### src/rtl/spi_cmd_engine.sv
module spi_cmd_engine #(
  parameter int DEPTH = 71,
  parameter int DIV = 4,
  parameter logic [7:0] FIFO_BASE = 8'h40
) (
  input  logic        clk,
  input  logic        rst_n,
  input  logic        wr_en,
  input  logic [7:0]  addr,
  input  logic [7:0]  wdata,
  output logic [31:0] rdata,
  output logic        busy,
  output logic        sclk,
  output logic        cs_n,
  output logic        mosi,
  input  logic        miso
);
  localparam int HALF = DIV / 2;
  localparam int CW = $clog2(HALF) + 1;
  localparam int FW = $clog2(DEPTH);
  localparam logic [7:0] A_OPC = 8'h00, A_TXN = 8'h01, A_RXN = 8'h02,
                         A_TRIG = 8'h03, A_STAT = 8'h04;

  logic [7:0] opcode_q, txn_q, rxn_q, tx_sh, rx_sh;
  logic [7:0] mem [DEPTH];
  logic       busy_q, sclk_q;
  logic [CW-1:0] div_cnt;
  logic [2:0] bit_idx;
  logic [8:0] byte_idx;

  wire [8:0] last_byte = {1'b0, txn_q} + {1'b0, rxn_q};
  wire [8:0] fifo_rel  = {1'b0, addr} - {1'b0, FIFO_BASE};
  wire       fifo_hit  = (addr >= FIFO_BASE) && (fifo_rel < 9'(DEPTH));
  wire       host_wr   = wr_en && !busy_q;
  wire       start     = host_wr && addr == A_TRIG && wdata == 8'h01;
  wire       tick      = busy_q && div_cnt == CW'(HALF - 1);
  wire       rise      = tick && !sclk_q;
  wire       fall      = tick && sclk_q;
  wire       byte_end  = fall && bit_idx == 3'd7;
  wire       done      = byte_end && byte_idx == last_byte;
  wire [8:0] rx_ptr    = byte_idx - 9'd1;
  wire       rx_store  = byte_end && byte_idx > {1'b0, txn_q} && rx_ptr < 9'(DEPTH);
  wire       next_tx   = byte_idx < {1'b0, txn_q} && byte_idx < 9'(DEPTH);

  assign busy = busy_q;
  assign sclk = sclk_q;
  assign cs_n = !busy_q;
  assign mosi = tx_sh[7];

  always_comb begin
    case (addr)
      A_OPC:   rdata = {24'b0, opcode_q};
      A_TXN:   rdata = {24'b0, txn_q};
      A_RXN:   rdata = {24'b0, rxn_q};
      A_STAT:  rdata = {31'b0, busy_q};
      default: rdata = fifo_hit ? {24'b0, mem[fifo_rel[FW-1:0]]} : 32'b0;
    endcase
  end

  always_ff @(posedge clk) begin
    if (host_wr && fifo_hit) mem[fifo_rel[FW-1:0]] <= wdata;
    else if (rx_store) mem[rx_ptr[FW-1:0]] <= rx_sh;
  end

  always_ff @(posedge clk or negedge rst_n) begin
    if (!rst_n) begin
      opcode_q <= '0; txn_q <= '0; rxn_q <= '0;
      busy_q <= 1'b0; sclk_q <= 1'b0; div_cnt <= '0;
      bit_idx <= '0; byte_idx <= '0; tx_sh <= '0; rx_sh <= '0;
    end else begin
      if (host_wr) begin
        if (addr == A_OPC) opcode_q <= wdata;
        if (addr == A_TXN) txn_q <= wdata;
        if (addr == A_RXN) rxn_q <= wdata;
      end
      if (start) begin
        busy_q <= 1'b1; sclk_q <= 1'b0; div_cnt <= '0;
        bit_idx <= '0; byte_idx <= '0; tx_sh <= opcode_q;
      end else if (busy_q) begin
        div_cnt <= tick ? '0 : div_cnt + 1'b1;
        if (rise) begin
          sclk_q <= 1'b1;
          rx_sh <= {rx_sh[6:0], miso};
        end
        if (fall) begin
          sclk_q <= 1'b0;
          if (bit_idx == 3'd7) begin
            bit_idx <= '0;
            if (done) busy_q <= 1'b0;
            else begin
              byte_idx <= byte_idx + 9'd1;
              tx_sh <= next_tx ? mem[byte_idx[FW-1:0]] : 8'h00;
            end
          end else begin
            bit_idx <= bit_idx + 3'd1;
            tx_sh <= {tx_sh[6:0], 1'b0};
          end
        end
      end
    end
  end

  a_r7_start_busy: assert property (@(posedge clk) disable iff (!rst_n)
    start |=> busy_q && !sclk_q);
  a_r11_start_cause: assert property (@(posedge clk) disable iff (!rst_n)
    $rose(busy_q) |-> $past(wr_en && addr == A_TRIG && wdata == 8'h01));
  a_r9_opcode_hold: assert property (@(posedge clk) disable iff (!rst_n)
    busy_q && wr_en && addr == A_OPC |=> $stable(opcode_q));
  a_r4_mosi_hold: assert property (@(posedge clk) disable iff (!rst_n)
    busy_q && sclk_q |-> $stable(mosi));
  a_r3_rx_mosi_low: assert property (@(posedge clk) disable iff (!rst_n)
    busy_q && byte_idx > {1'b0, txn_q} |-> !mosi);
  a_r4_idle_low: assert property (@(posedge clk) disable iff (!rst_n)
    !busy_q |=> !sclk_q || busy_q);
endmodule

### config.mk
export PLATFORM = sky130hd
export DESIGN_NAME = spi_cmd_engine
export DESIGN_NICKNAME = d
export VERILOG_FILES = /design/src/rtl/spi_cmd_engine.sv
export SDC_FILE = /design/constraint.sdc
export NUM_CORES = 1
export LEC_CHECK = 0
export BUFFER_PORTS_ARGS = -buffer_cell sky130_fd_sc_hd__buf_2
export CAP_MARGIN = 20
export CORE_MARGIN = 1.5
export CORE_UTILIZATION = 25
export CTS_CLUSTER_DIAMETER = 200
export DETAILED_ROUTE_END_ITERATION = 12
export PLACE_DENSITY = 0.5
export SYNTH_ARGS = -nofsm -noshare
export SYNTH_HDL_FRONTEND = slang
export SYNTH_SLANG_ARGS = --single-unit
### constraint.sdc
create_clock -name clk -period 4.4 [get_ports clk]
set_input_delay 0.88 -clock clk [delete_from_list [all_inputs] [get_ports clk]]
set_output_delay 0.88 -clock clk [all_outputs]
set_load 0.03 [all_outputs]
-- Word level (Yosys, flattened, before mapping)
Memory sizes are Yosys's and may differ from the RTL's.
Cells that the tools add are included.
- bits in registers: 56
- RAM bits: 568
- input bits: 20
- output and inout port bits: 36
- word-level logic and storage cells: 100
- memories: 1
- add/subtract/negate cells: 6
- magnitude comparators: 6
- equal/unequal tests: 10
- muxes and demuxes: 37
- bitwise gates (word level): 1
- reductions and logical operators: 29
- memories (memory ; depth ; bits a word ; rd ports ; clocked after memory_dff ; wr ports ; line ; text):
    mem ; 71 ; 8 ; 2 ; 0 ; 1 ; 25 ; logic [7:0] mem [DEPTH];
- operators by type and width (cell ; count):
    $mux W8 ; 8
    $mux W9 ; 5
    $pmux W8 S4 ; 1
    $lt A9 B7 Y1 const B ; 3
    $eq A8 B1 Y1 const B ; 2
    $eq A8 B2 Y1 const B ; 2
    $mux W1 ; 15
    $logic_and A1 B1 Y1 ; 13
    $mux W3 ; 4
    $reduce_and A2 Y1 ; 5
    $add A8 B8 Y9 ; 1
    $add A9 B1 Y9 const B ; 1
    $eq A9 B9 Y1 ; 1
    $gt A9 B8 Y1 ; 1
    $lt A9 B8 Y1 ; 1
    $sub A8 B7 Y9 const B ; 1
    $sub A9 B1 Y9 const B ; 1
    $eq A8 B3 Y1 const B ; 1
    $ge A8 B7 Y1 const B ; 1
    $logic_not A8 Y1 ; 1
    $reduce_or A8 Y1 ; 1
    $mux W7 ; 1
    $mux W2 ; 3
    $reduce_and A3 Y1 ; 2
    11 further kinds ; 14

-- Longest topological paths before layout
- depth in word-level cells: 11
- depth in mapped cells: 15
- depth with buffers taken out: 10

-- Worst setup path before layout
Ideal clock, no wire load.
- path type: register -> register
- start: register byte_idx[1]
- end: memory mem[0][0], data pin
- setup time: 0.373 ns
- arrival time: 3.782 ns
- data required time: 4.027 ns
- setup slack: 0.245 ns
- stages on the path, launching flop included: 16
- buffers on the path: 6
- period minus slack after synthesis: 4.155 ns
- cells stage by stage: dfrtp_1 > buf_4 > buf_4 > buf_2 > inv_1 > ha_1 > buf_4 > or3b_1 > nor3_1 > xnor2_1 > a41oi_2 > a211oi_1 > buf_4 > buf_2 > nand2_1 > nand2_1
- word-level cells in the longest chain between the ends: 8
- elaborated cells between the ends (all ways): 10
- classes of those cells: add/sub (1); order compare (2); mux (4); reduce/logical (3)
- RTL lines (what ; line ; text):
    start, declared ; 29 ; logic [8:0] byte_idx;
    start signal, assigned ; 91 ; byte_idx <= byte_idx + 9'd1;
    $sub A9 B1 Y9 / $gt A9 B8 Y1 (equally long branches) ; 41, 42 ;
    $lt A9 B7 Y1 / $logic_and A1 B1 Y1 (equally long branches) ; 42 ; wire rx_store = byte_end && byte_idx > {1'b0, txn_q} && rx_ptr < 9'(DEPTH);
    $logic_and A1 B1 Y1 * ; 42 ;
    $mux W1 * ; 62 ; else if (rx_store) mem[rx_ptr[FW-1:0]] <= rx_sh;
    $mux W1 * ; 61 ; if (host_wr && fifo_hit) mem[fifo_rel[FW-1:0]] <= wdata;
    $mux W1 (not written as such) * ; 62 ;
    $reduce_or A8 Y1 (no line) * ; n/a ;
    $mux W8 (no line) * ; n/a ;
    end, declared ; 25 ;
Mark *: on every way between the ends. The rest lies on a longest branch, timed or not.

-- Worst setup path after layout
- start: input addr[0]
- end: output rdata[7]
- word-level cells in the longest chain between the ends: 5
- elaborated cells between the ends (all ways): 11
- classes of those cells: add/sub (1); order compare (2); eq/ne (3); mux (2); reduce/logical (2); memory (1)
- RTL lines (what ; line ; text):
    start, declared ; 9 ; input logic [7:0] addr,
    branches (longest 4 deep; another with $sub A8 B7 Y9) ; n/a ;
    $pmux W8 S4 * ; 51 ; case (addr)
    end, declared ; 11 ; output logic [31:0] rdata,
Mark *: on every way between the ends.

==> reports/results.txt <==
Worst-Margin Slew - 1.10 ns
sequential share of the synthesized area - 0.592
Placer Congestion - 0.936
Synth Area in Compound Gates - 0.0486
Row Count - 129
I/O Buffers - 31
Peak Freq - 234 MHz
Yosys Warn Count - 0
Post-DP HPWL - 66.6 mm
Clock Latency Late Sink - 0.62 ns
largest net degree at the start of global routing - 103
top cells by area, synth - edfxtp_1, mux4_2, dfrtp_1
postcts setup bufs - 0
Filler Cells Inserted - 12200
Die Span X - 356 um
R2R Path Start - byte_idx[1]
first-pass GRT wire length - 143 mm
drt first pass iters - 6
ANT nets after route - 0
Final Non-Filler Cells - 3704
synthesized area per cell - 16.9 sq um
CTS H-tree lvls - 3
CP arrival - 3.40 ns
LEAKAGE - 12.0 nW
CP max FO - 26
clock power share - 0.361
IO Count - 56
clk buf depth - 3
part of the power in combinational logic - 0.233
crit end category - primary output
DIE HEIGHT - 356 um
hold slack - 0.423 ns
cell count after synthesis - 1849
vias post-DR - 19100
CP max stage delay - 0.51 ns
Critical Path, Cell by Cell - buf_12, buf_16, buf_12, mux4_2, mux4_2, mux2_2, a21oi_1, o21ai_0, buf_2
Async SR Flop Fraction - 0.0897
clock-pin slew on the worst setup and hold paths - 0.06 ns
vias in the first global route - 19500
gr usage total - 0.156
top post-synthesis cells by count - edfxtp_1, mux4_2, nor2_1, nand2_1, mux2i_1
initial antenna violation count - 4
distinct cell type count after synthesis - 85
largest family of logic cells by synthesized area - multiplexers
Sw Pwr - 4.59 mW
Worst Path Required - 3.52 ns
Inserted Clock Buffers - 71
top_reg_cell synth - edfxtp_1
CTS Hold Bufs - 0
area of the multi-input gates - 11900 sq um
Reg area - 18500 sq um
wire per inst - 26.9 um
Synth Area in Adders - 0.00979
Power Internal - 11.8 mW
grt total ovfl - 0
max-capacitance violation count - 0
Pins Over Slew Limit - 0
post-synthesis xor/xnor area fraction - 0.00530
worst clock skew - 0.0240 ns
area grow syn2layout - 18.1%
Tightest Hold Check Type - in2async
Synth top area share - 0.547
Slew HR - 0.266
CTS tree - done
Pwr Density - 446 nW/um^2
crit path launch type - input pin
mux share of post-synthesis cell area - 0.261
Starting DRT DRC Count - 2153
utilization after layout - 0.298
CP Class - in2out
setup slack after layout - 0.124 ns
NumNets Final - 2050
endpoints failing hold - 0
vias per inst - 5.16
layout cells sized above 1 - 0.346
EDFF count, synth - 568
cell area after synthesis - 31200 sq um
switching share of power - 0.280
Final period util - 0.972
Final Cell Area - 36800 sq um
CTS Sinks - 624
# DRC - 0
RSZ-0062 raised after global routing - no
simple-gate share of the synthesized area - 0.0539
worst vdd ir - 0.451 mV
Initial Util - 0.252
Flop pwr share - 0.406
Final min period - 4.28 ns
DP Worst Slack - -0.0290 ns
die area - 127000 sq um
cell with the most instances after synthesis - edfxtp_1
status - completed
placed instance area - 34400 sq um
setup TNS - 0 ns
dpl cells - 3567
clock root buffer - clkbuf_16
Pwr Total - 16.4 mW
critical path's slowest cell - mux4_2
routed wire length - 99.6 mm
Crit. Startpoint - addr[0]
Core Region - 124000 sq um
cell taking the most area after synthesis - edfxtp_1
flops & latches, synth - 624
final setup fails - 0
==> layout by cell type, fill, tap and decap left out, types with 22 or more instances in the layout <==
master     instances
buf_12            25
dfrtp_1           52
nand2_1           92
mux4_2           306
buf_2             29
inv_1             24
a21oi_1           37
o22ai_1           24
mux2_2            54
edfxtp_1         568
clkbuf_16         75
buf_4            150
nor2_1           132
o21ai_0           48
conb_1            24
mux2i_1           60
ha_1              22
==> area by class of cell <==
| type | instances | share of cell area |
|---|---|---|
| clock buffer | 96 | 0.0537 |
| multi-input combinational | 1068 | 0.324 |
| clock inverter | 35 | 0.00924 |
| timing repair buffer | 217 | 0.0530 |
| tap | 1637 | 0.0556 |
| inverter | 25 | 0.00255 |
| antenna | 2 | 0.000136 |
| sequential | 624 | 0.502 |
==> sequential cells by signal, indices dropped and copies added, names as in the netlist, 3 cells and up <==
signal / count
mem: 568
byte_idx: 9
opcode_q: 8
rx_sh: 8
rxn_q: 8
tx_sh: 8
txn_q: 8
bit_idx: 3
==> what timing repair did <==
| action | CTS | global route |
|---|---|---|
| resized for setup | 1 | 4 |
| cloned | 0 | 0 |
| endpoints found under the hold margin | 0 | 0 |
| endpoints found under the setup margin | 1 | 8 |
==> worst max-delay path, delay by kind of cell <==
family	cells	cell delay, ns
muxes	3	1.27
AOI/OAI and AO/OA	2	0.35
buffers and inverters	4	0.84
==> layer usage <==
layer  track usage  wire [um]
met1         0.211      41600
met3        0.0374       8320
met4        0.0432       2730
met5             0         41
met2         0.250      46900
==> power groups by stage <==
stage / clock network, mW / registers [mW] / logic, mW
after detailed placement: 0 / 6.78 / 3.82
after floorplan: 0 / 6.77 / 2.73
after global placement: 0 / 6.77 / 3.79
after CTS: 6.04 / 6.66 / 3.83
after global routing: 6.25 / 6.67 / 4.04
final: 5.92 / 6.66 / 3.82
==> kinds of logic (layout without fill, tap and decap cells) <==
group	after synthesis	after routing
compound gates	221	221
flops	624	624
simple gates	358	358
xor+xnor	18	18
buf+inv	180	373
other cells	1	26
mux	423	423
fa+ha+maj	24	24
==> path summary, 6_finish.rpt <==
kind	to	slack [ns]	cells past startpoint
min reg2reg	tx_sh[1]	0.50	1
max	rdata[7]	0.12	9
min in group clk	tx_sh[1]	0.50	1
min	sclk	0.42	2
max in group asynchronous	byte_idx[1]	3.41	2
max reg2reg	mem[13][3]	0.25	10
Power figures use the tool's default switching activity.
